[src/rtl/bpconv5_pkg.sv]
package bpconv5_pkg;

    // Default geometry of the convolver
    localparam int unsigned DEF_TAPS     = 5;
    localparam int unsigned DEF_SAMPLE_W = 8;
    localparam int unsigned DEF_PSUM_W   = 10;

    // Role a bitplane plays in the shift-accumulate
    typedef enum logic [1:0] {
        ROLE_FIRST = 2'd0,   // restart the running sum
        ROLE_MID   = 2'd1,   // add shifted partial sum
        ROLE_SIGN  = 2'd2    // subtract shifted partial sum, result ready
    } plane_role_e;

    // Accumulator width: partial sum + sample bits + headroom for the taps
    function automatic int unsigned acc_width(input int unsigned psum_w,
                                              input int unsigned sample_w,
                                              input int unsigned taps);
        return psum_w + sample_w + $clog2(taps);
    endfunction

    function automatic plane_role_e role_of(input int unsigned plane,
                                            input int unsigned sample_w);
        if (plane == 0)
            return ROLE_FIRST;
        else if (plane == sample_w - 1)
            return ROLE_SIGN;
        else
            return ROLE_MID;
    endfunction

endpackage

[src/rtl/bpconv5_seq.sv]
module bpconv5_seq
    import bpconv5_pkg::*;
#(
    parameter int unsigned TAPS     = DEF_TAPS,
    parameter int unsigned SAMPLE_W = DEF_SAMPLE_W,
    parameter int unsigned PLANE_W  = $clog2(DEF_SAMPLE_W)
) (
    input  logic                     clk,
    input  logic                     rst_n,
    input  logic                     in_valid,
    input  logic [TAPS*SAMPLE_W-1:0] in_samples,
    output logic                     in_ready,
    output logic [TAPS-1:0]          tbl_addr,
    output logic                     pl_vld,
    output logic [PLANE_W-1:0]       pl_plane
);

    localparam logic [PLANE_W-1:0] LAST_PLANE = PLANE_W'(SAMPLE_W - 1);

    typedef struct packed {
        logic                               busy;
        logic [PLANE_W-1:0]                 plane;
        logic [TAPS-1:0][SAMPLE_W-1:0]      samp;
    } seq_t;

    seq_t seq_d, seq_q;
    logic on_last;
    logic accept;

    assign on_last  = seq_q.busy && (seq_q.plane == LAST_PLANE);
    assign in_ready = !seq_q.busy || on_last;
    assign accept   = in_valid && in_ready;

    always_comb begin
        seq_d = seq_q;
        if (accept) begin
            seq_d.busy  = 1'b1;
            seq_d.plane = '0;
            seq_d.samp  = in_samples;
        end else if (on_last) begin
            seq_d.busy  = 1'b0;
            seq_d.plane = '0;
        end else if (seq_q.busy) begin
            seq_d.plane = seq_q.plane + PLANE_W'(1);
        end
    end

    always_ff @(posedge clk or negedge rst_n) begin
        if (!rst_n)
            seq_q <= '0;
        else
            seq_q <= seq_d;
    end

    // One address bit per tap: the current bit position of that tap's sample
    for (genvar g = 0; g < TAPS; g++) begin : g_addr
        assign tbl_addr[g] = seq_q.busy & seq_q.samp[g][seq_q.plane];
    end

    assign pl_vld   = seq_q.busy;
    assign pl_plane = seq_q.plane;

endmodule

[src/rtl/bpconv5_lookup.sv]
module bpconv5_lookup
    import bpconv5_pkg::*;
#(
    parameter int unsigned TAPS    = DEF_TAPS,
    parameter int unsigned PSUM_W  = DEF_PSUM_W,
    parameter int unsigned PLANE_W = $clog2(DEF_SAMPLE_W)
) (
    input  logic               clk,
    input  logic               rst_n,
    input  logic               pl_vld,
    input  logic [PLANE_W-1:0] pl_plane,
    input  logic [TAPS-1:0]    tbl_addr,
    input  logic [PSUM_W-1:0]  tbl_data,
    output logic               lk_vld,
    output logic [PLANE_W-1:0] lk_plane,
    output logic [PSUM_W-1:0]  lk_psum
);

    typedef struct packed {
        logic               vld;
        logic [PLANE_W-1:0] plane;
        logic [PSUM_W-1:0]  psum;
    } lk_t;

    lk_t lk_d, lk_q;

    always_comb begin
        lk_d       = lk_q;
        lk_d.vld   = pl_vld;
        lk_d.plane = pl_plane;
        // Empty bitplane: no coefficient selected, so the sum is zero by definition
        lk_d.psum  = (tbl_addr == '0) ? '0 : tbl_data;
    end

    always_ff @(posedge clk or negedge rst_n) begin
        if (!rst_n)
            lk_q <= '0;
        else
            lk_q <= lk_d;
    end

    assign lk_vld   = lk_q.vld;
    assign lk_plane = lk_q.plane;
    assign lk_psum  = lk_q.psum;

endmodule

[src/rtl/bpconv5_accum.sv]
module bpconv5_accum
    import bpconv5_pkg::*;
#(
    parameter int unsigned SAMPLE_W = DEF_SAMPLE_W,
    parameter int unsigned PSUM_W   = DEF_PSUM_W,
    parameter int unsigned PLANE_W  = $clog2(DEF_SAMPLE_W),
    parameter int unsigned ACC_W    = acc_width(DEF_PSUM_W, DEF_SAMPLE_W, DEF_TAPS)
) (
    input  logic               clk,
    input  logic               rst_n,
    input  logic               lk_vld,
    input  logic [PLANE_W-1:0] lk_plane,
    input  logic [PSUM_W-1:0]  lk_psum,
    output logic               out_valid,
    output logic [ACC_W-1:0]   out_result
);

    typedef struct packed {
        logic [ACC_W-1:0] acc;
        logic [ACC_W-1:0] res;
        logic             res_vld;
    } acc_t;

    acc_t acc_d, acc_q;

    plane_role_e      role;
    logic [ACC_W-1:0] ext;
    logic [ACC_W-1:0] term;
    logic [ACC_W-1:0] base;
    logic [ACC_W-1:0] sum;

    always_comb begin
        role = role_of(32'(lk_plane), SAMPLE_W);
        ext  = {{(ACC_W-PSUM_W){lk_psum[PSUM_W-1]}}, lk_psum};
        term = ext << lk_plane;
        base = (role == ROLE_FIRST) ? '0 : acc_q.acc;
        sum  = (role == ROLE_SIGN) ? (base - term) : (base + term);

        acc_d         = acc_q;
        acc_d.res_vld = 1'b0;
        if (lk_vld) begin
            acc_d.acc = sum;
            if (role == ROLE_SIGN) begin
                acc_d.res     = sum;
                acc_d.res_vld = 1'b1;
            end
        end
    end

    always_ff @(posedge clk or negedge rst_n) begin
        if (!rst_n)
            acc_q <= '0;
        else
            acc_q <= acc_d;
    end

    assign out_valid  = acc_q.res_vld;
    assign out_result = acc_q.res;

endmodule

[src/rtl/bpconv5.sv]
module bpconv5
    import bpconv5_pkg::*;
#(
    parameter int unsigned TAPS     = DEF_TAPS,
    parameter int unsigned SAMPLE_W = DEF_SAMPLE_W,
    parameter int unsigned PSUM_W   = DEF_PSUM_W,
    parameter int unsigned ACC_W    = acc_width(DEF_PSUM_W, DEF_SAMPLE_W, DEF_TAPS)
) (
    input  logic                     clk,
    input  logic                     rst_n,
    input  logic                     in_valid,
    input  logic [TAPS*SAMPLE_W-1:0] in_samples,
    output logic                     in_ready,
    output logic [TAPS-1:0]          tbl_addr,
    input  logic [PSUM_W-1:0]        tbl_data,
    output logic                     out_valid,
    output logic [ACC_W-1:0]         out_result
);

    localparam int unsigned PLANE_W = $clog2(SAMPLE_W);

    logic               pl_vld;
    logic [PLANE_W-1:0] pl_plane;
    logic               lk_vld;
    logic [PLANE_W-1:0] lk_plane;
    logic [PSUM_W-1:0]  lk_psum;

    bpconv5_seq #(
        .TAPS     (TAPS),
        .SAMPLE_W (SAMPLE_W),
        .PLANE_W  (PLANE_W)
    ) u_seq (
        .clk        (clk),
        .rst_n      (rst_n),
        .in_valid   (in_valid),
        .in_samples (in_samples),
        .in_ready   (in_ready),
        .tbl_addr   (tbl_addr),
        .pl_vld     (pl_vld),
        .pl_plane   (pl_plane)
    );

    bpconv5_lookup #(
        .TAPS    (TAPS),
        .PSUM_W  (PSUM_W),
        .PLANE_W (PLANE_W)
    ) u_lookup (
        .clk      (clk),
        .rst_n    (rst_n),
        .pl_vld   (pl_vld),
        .pl_plane (pl_plane),
        .tbl_addr (tbl_addr),
        .tbl_data (tbl_data),
        .lk_vld   (lk_vld),
        .lk_plane (lk_plane),
        .lk_psum  (lk_psum)
    );

    bpconv5_accum #(
        .SAMPLE_W (SAMPLE_W),
        .PSUM_W   (PSUM_W),
        .PLANE_W  (PLANE_W),
        .ACC_W    (ACC_W)
    ) u_accum (
        .clk        (clk),
        .rst_n      (rst_n),
        .lk_vld     (lk_vld),
        .lk_plane   (lk_plane),
        .lk_psum    (lk_psum),
        .out_valid  (out_valid),
        .out_result (out_result)
    );

endmodule

[config.mk]
export PLATFORM = sky130hd
export DESIGN_NAME = bpconv5
export DESIGN_NICKNAME = d
export VERILOG_FILES = /design/src/rtl/bpconv5_pkg.sv /design/src/rtl/bpconv5_seq.sv /design/src/rtl/bpconv5_lookup.sv /design/src/rtl/bpconv5_accum.sv /design/src/rtl/bpconv5.sv
export SDC_FILE = /design/constraint.sdc
export NUM_CORES = 1
export LEC_CHECK = 0
export ABC_CLOCK_PERIOD_IN_PS = 5600
export BUFFER_PORTS_ARGS = -buffer_cell sky130_fd_sc_hd__buf_4
export CAP_MARGIN = 20
export CORE_MARGIN = 2
export CORE_UTILIZATION = 59
export DETAILED_ROUTE_END_ITERATION = 10
export PLACE_DENSITY_LB_ADDON = 0.2
export SYNTH_ARGS = -nofsm -noshare
export SYNTH_HDL_FRONTEND = slang
export SYNTH_HIERARCHICAL = 1
export SYNTH_SLANG_ARGS = --single-unit
[constraint.sdc]
create_clock -name clk -period 5.6 [get_ports clk]
set_input_delay 0.84 -clock clk [delete_from_list [all_inputs] [get_ports clk]]
set_output_delay 0.84 -clock clk [all_outputs]
set_load 0.01 [all_outputs]
* Word level (Yosys, flattened, before mapping)
Cells that the tools add are included.
** Word-level totals
- Bits in registers :: 101
- Bits of input ports :: 53
- Output and inout bits :: 28
- Word-level logic and storage cells :: 57
** Operators by class
- Add/sub/neg operators :: 3
- $lt $le $gt $ge :: 1
- Equality and inequality tests :: 3
- Shifts and indexed selects :: 1
- Muxes and demuxes :: 21
- Bitwise operators :: 5
- Reduce and logical (&&, ||, !) cells :: 10
** Operators by type and width (count)
- 21-bit 2-to-1 mux :: 2
- 21-bit adder :: 1
- 21-bit by 3-bit << shifter with 21-bit output :: 1
- 21-bit subtractor :: 1
- 1-bit binary-select mux with 3-bit select :: 5
- 10-bit 2-to-1 mux :: 1
- 1-bit 2-to-1 mux :: 8
- 3-bit == test (second input constant) :: 2
- 3-bit 2-to-1 mux :: 2
- 1-bit AND :: 5
- 5-bit zero test :: 1
- 3-bit by 4-bit less-than comparator with 1-bit output (second input constant) :: 1
- 2-bit 2-to-1 mux :: 2
- 4-bit 2-to-1 mux :: 1
- 3-bit by 1-bit adder with 3-bit output (second input constant) :: 1
- 3-bit zero test :: 1
- 3-bit nonzero test :: 1
- 2-bit == test (second input constant) :: 1
- 1-bit logical AND :: 2
- 2-bit zero test :: 1
- 2-bit AND reduction :: 1
- 2-bit nonzero test :: 1
- 1-bit zero test :: 1
- 1-bit logical OR :: 1

* Logic depth before layout (Yosys ltp)
- Depth after elaboration :: 7
- Depth in mapped cells :: 24
- Mapped depth without buffers :: 19

* By module
The synthesis kept the hierarchy.
** By module, submodules not included
- bpconv5_accum :: times used 1, cells an instance 438, area each 3908.7 µm², seq. area each 1076.0 µm²
- bpconv5_seq :: times used 1, cells an instance 128, area each 2014.4 µm², seq. area each 1101.1 µm²
- bpconv5_lookup :: times used 1, cells an instance 26, area each 450.4 µm², seq. area each 350.3 µm²

* Least setup slack after synthesis
No wires, ideal clock.
- Path kind :: reg2reg
- Start point :: register u_lookup.lk_q, in the netlist u_lookup/lk_plane[1]
- End point :: register u_accum.acc_q, in the netlist u_accum/out_result[20]
- Library setup time :: 0.131 ns
- Arrival :: 4.327 ns
- Data required time :: 5.469 ns
- Slack :: 1.142 ns
- Stages on the path, launching flop included :: 23
- Path buffers :: 5
- Clock period less this slack :: 4.458 ns
- Path through :: dfrtp_1 -> buf_6 -> buf_6 -> buf_4 -> nor3_1 -> clkbuf_1 -> nand2_1 -> ha_1 -> clkbuf_1 -> o2111ai_1 -> a22oi_2 -> nor2b_4 -> nand4_1 -> o21ai_0 -> xnor2_1 -> ha_1 -> nand4_1 -> or4_1 -> o21ai_0 -> a31oi_1 -> xnor2_2 -> xor2_1 -> o21ai_1
** On the way
- Longest elaborated chain between the ends :: 7
- Elaborated cells between the ends (all ways) :: 12
- Classes of those cells :: 2 x add/sub; 2 x eq/ne; 1 x shift; 4 x mux; 3 x reduce/logical
** Ends and longest elaborated chain
- start, declared :: RTL line bpconv5_lookup.sv:25 : lk_t lk_d, lk_q;
- start signal, assigned :: RTL line bpconv5_lookup.sv:39 : lk_q <= lk_d;
- 3-bit == test :: RTL line bpconv5_pkg.sv:26 : else if (plane == sample_w - 1)
- 2-bit 2-to-1 mux :: RTL line bpconv5_pkg.sv:26
- 2-bit 2-to-1 mux :: RTL line bpconv5_pkg.sv:24 : if (plane == 0)
- 2-bit zero test :: RTL line bpconv5_accum.sv:36 : base = (role == ROLE_FIRST) ? '0 : acc_q.acc;
- 21-bit 2-to-1 mux :: RTL line bpconv5_accum.sv:36
- 21-bit adder / 21-bit subtractor (equally long branches) :: RTL line bpconv5_accum.sv:37 : sum = (role == ROLE_SIGN) ? (base - term) : (base + term);
- 21-bit 2-to-1 mux :: RTL line bpconv5_accum.sv:37
- end signal, assigned :: RTL line bpconv5_accum.sv:52 : acc_q <= '0;
- end signal, assigned :: RTL line bpconv5_accum.sv:54 : acc_q <= acc_d;
- end, declared :: RTL line bpconv5_accum.sv:24 : acc_t acc_d, acc_q;
Parallel ways exist; a longest one is shown, timed or not.
A chain may end at the register's enable or synchronous reset.

* Final worst setup path
Same ends and word-level chain as after synthesis.

==> results.md <==
- Req. time, crit path: 5860 ps
- Max-cap violations: 0
- CTS tree: done
- Drt pass-1 iters: 5
- CTS root buf: clkbuf_8
- Max Fclk: 201 MHz
- Largest net degree at the start of global routing: 61
- Vias: 4,610
- Die W: 108 µm
- Synth Flop Type: dfrtp_1
- Syn Area/Cell: 10.8 µm²
- Fin Setup TNS: 0 ps
- Ports: 81
- Clk sinks: 101
- CTS Buf Count: 9
- Syn nets: 669
- Share of cells above drive strength 1: 0.309
- GRT Residual Overflow: 0
- Final Setup Violations: 0
- Final Cycle Share: 0.887
- Post-synth EDFFs: 0
- Post-layout util: 0.678
- # resized after CTS: 0
- Post-DRT Antenna Nets: 0
- Initial antenna violation count: 0
- Synth area leader: dfrtp_1
- Synth area leaders: dfrtp_1, mux2_2, mux4_2
- Global-route wire length before repair: 21,900 µm
- Synth unique cells: 61
- Synthesized area: 6370 µm²
- RSZ-0062 raised after global routing: false
- Clock insertion delay at the later pin of the skew report: 390 ps
- Worst-path fanout max: 29
- Number of diodes: 0
- Register area share after synthesis: 0.397
- Routability Congestion: 0.924
- FFs w/ async S/R, synth: 1.00
- Vias in the first global route: 4,492
- Share of the synthesized area in the top cell type: 0.397
- Final non-filler cell total: 779
- # rows: 37
- Detailed Route WL: 13,300 µm
- All-Layer GR Usage: 0.244
- Die height: 108 µm
- CP Capture Type: flop
- Routed length per instance: 17.1 µm
- Synth cell count leaders: dfrtp_1, mux2_2, nand2_1
- DR vias/cell: 5.92
- Placed cells: 763
- Max-slew violation count: 0
- Crit Path Category: flop to flop
- Initial Util: 0.612
- DR iter-0 viols: 258
- Synthesized flop and latch total: 101
- Die area: 11,700 µm²
- Area Overhead vs Synth: 10.9%
- Slew @ Worst Pin: 1030 ps
- Setup Buffers After CTS: 0
- Port bufs: 80
- Final hold vios: 0
- Post-CTS Hold Buffers: 0
- Yosys warns: 6
- Worst Skew: 17.2 ps
- H-tree depth: 3
- Status: complete, no violations
- Post-Synthesis Cells: 592
- DP Wirelength: 9790 µm
- Top-count cell post-synth: dfrtp_1
- Slew margin rel.: 0.311
- WP data arrival: 5230 ps
- Drt drc: 0
- Startpoint Class: flop
- Clock transition at path regs: 100 ps
- # nets final: 715
- Final Critical Period: 4970 ps
- Core Area: 10,400 µm²
- Bufs on Longest Clock Path: 2
- Hold crit path type: input port to async pin
-- per-stage QoR --
| step | setup slack [ps] | hold WS [ps] | area, µm² |
|---|---|---|---|
| after floorplan | 1140 | 447 | 6370 |
| after global placement | 849 | 459 | 6850 |
| after detailed placement | 721 | 469 | 6850 |
| after CTS | 672 | 419 | 7070 |
| after global routing | 292 | 442 | 7070 |
| final | 634 | 419 | 7070 |
-- logic make-up (layout without fill, tap and decap cells) --
kind of cell | count (synthesis) | count (layout) | synth area share
flops | 101 | 101 | 0.397
fa+ha+maj | 24 | 24 | 0.0483
simple gates | 151 | 151 | 0.120
buf+inv | 65 | 116 | 0.0616
mux | 105 | 105 | 0.214
xor+xnor | 31 | 31 | 0.0438
compound gates | 115 | 115 | 0.116
-- critical path, stage by stage (launching register included) --
cell     delay (ps)
dfrtp_1         990
mux2i_1         330
mux2i_1         130
o31a_2          390
nor4_4          470
nand3_1         230
xnor2_1         180
nand2_1          80
o21ai_1          80
ha_1            360
nand4_1         150
or4_1           510
o21ai_0         280
a31oi_1         180
xnor2_2         230
xor2_1          170
o21ai_1          70
-- path summary, 6_finish.rpt --
path                                         from                      to  slack, ps  depth (start not counted)
setup / recovery             u_lookup/lk_plane[1]  u_accum/out_result[20]        630                         16
max in group asynchronous                   rst_n       u_accum/acc_q[37]       4030                          2
hold / removal                              rst_n       u_accum/acc_q[22]        420                          1
hold reg to reg            u_accum/out_result[11]  u_accum/out_result[11]        490                          2
setup reg to reg             u_lookup/lk_plane[1]  u_accum/out_result[20]        630                         16
min in group clk           u_accum/out_result[11]  u_accum/out_result[11]        490                          2
-- registers in the layout (all words and copies together), names as in the netlist --
name                flops
u_accum/out_result     21
u_seq/seq_q            40
u_accum/acc_q          21
u_accum/out_valid       1
u_lookup/lk_vld         1
u_lookup/lk_psum       10
u_seq/pl_plane          3
u_seq/pl_vld            1
u_lookup/lk_plane       3
-- per-layer routing --
| layer | track usage | wire length [µm] | vias to the layer above | part of all wire |
|---|---|---|---|---|
| li1 | - | - | 2191 | - |
| met1 | 0.327 | 5870 | 2291 | 0.44 |
| met2 | 0.380 | 6560 | 105 | 0.49 |
| met3 | 0.0633 | 622 | 23 | 0.047 |
| met4 | 0.0989 | 259 | 0 | 0.019 |
| met5 | 0 | 0 | - | 0 |
-- placed cells by master (no fill, tap or decap), drive strengths merged, types with 16 or more instances in the layout --
cell type    n
inv         18
dfrtp      101
buf         86
xnor2       16
nand2       45
nor2b       23
a21oi       28
nor2        39
o21ai       32
ha          23
mux2        74
mux2i       16
-- cell type report --
class / instances / area (µm²)
sequential: 101 / 2530
timing repair buffer: 86 / 646
tap: 136 / 170
clock buffer: 10 / 138
clock inverter: 6 / 75.1
multi-input combinational: 426 / 3460
fill: 858 / 3350
inverter: 14 / 52.6
Power is left out: the tool's default activity adds up to more than one toggle a clock period on the data nets, which glitch-free logic cannot reach.
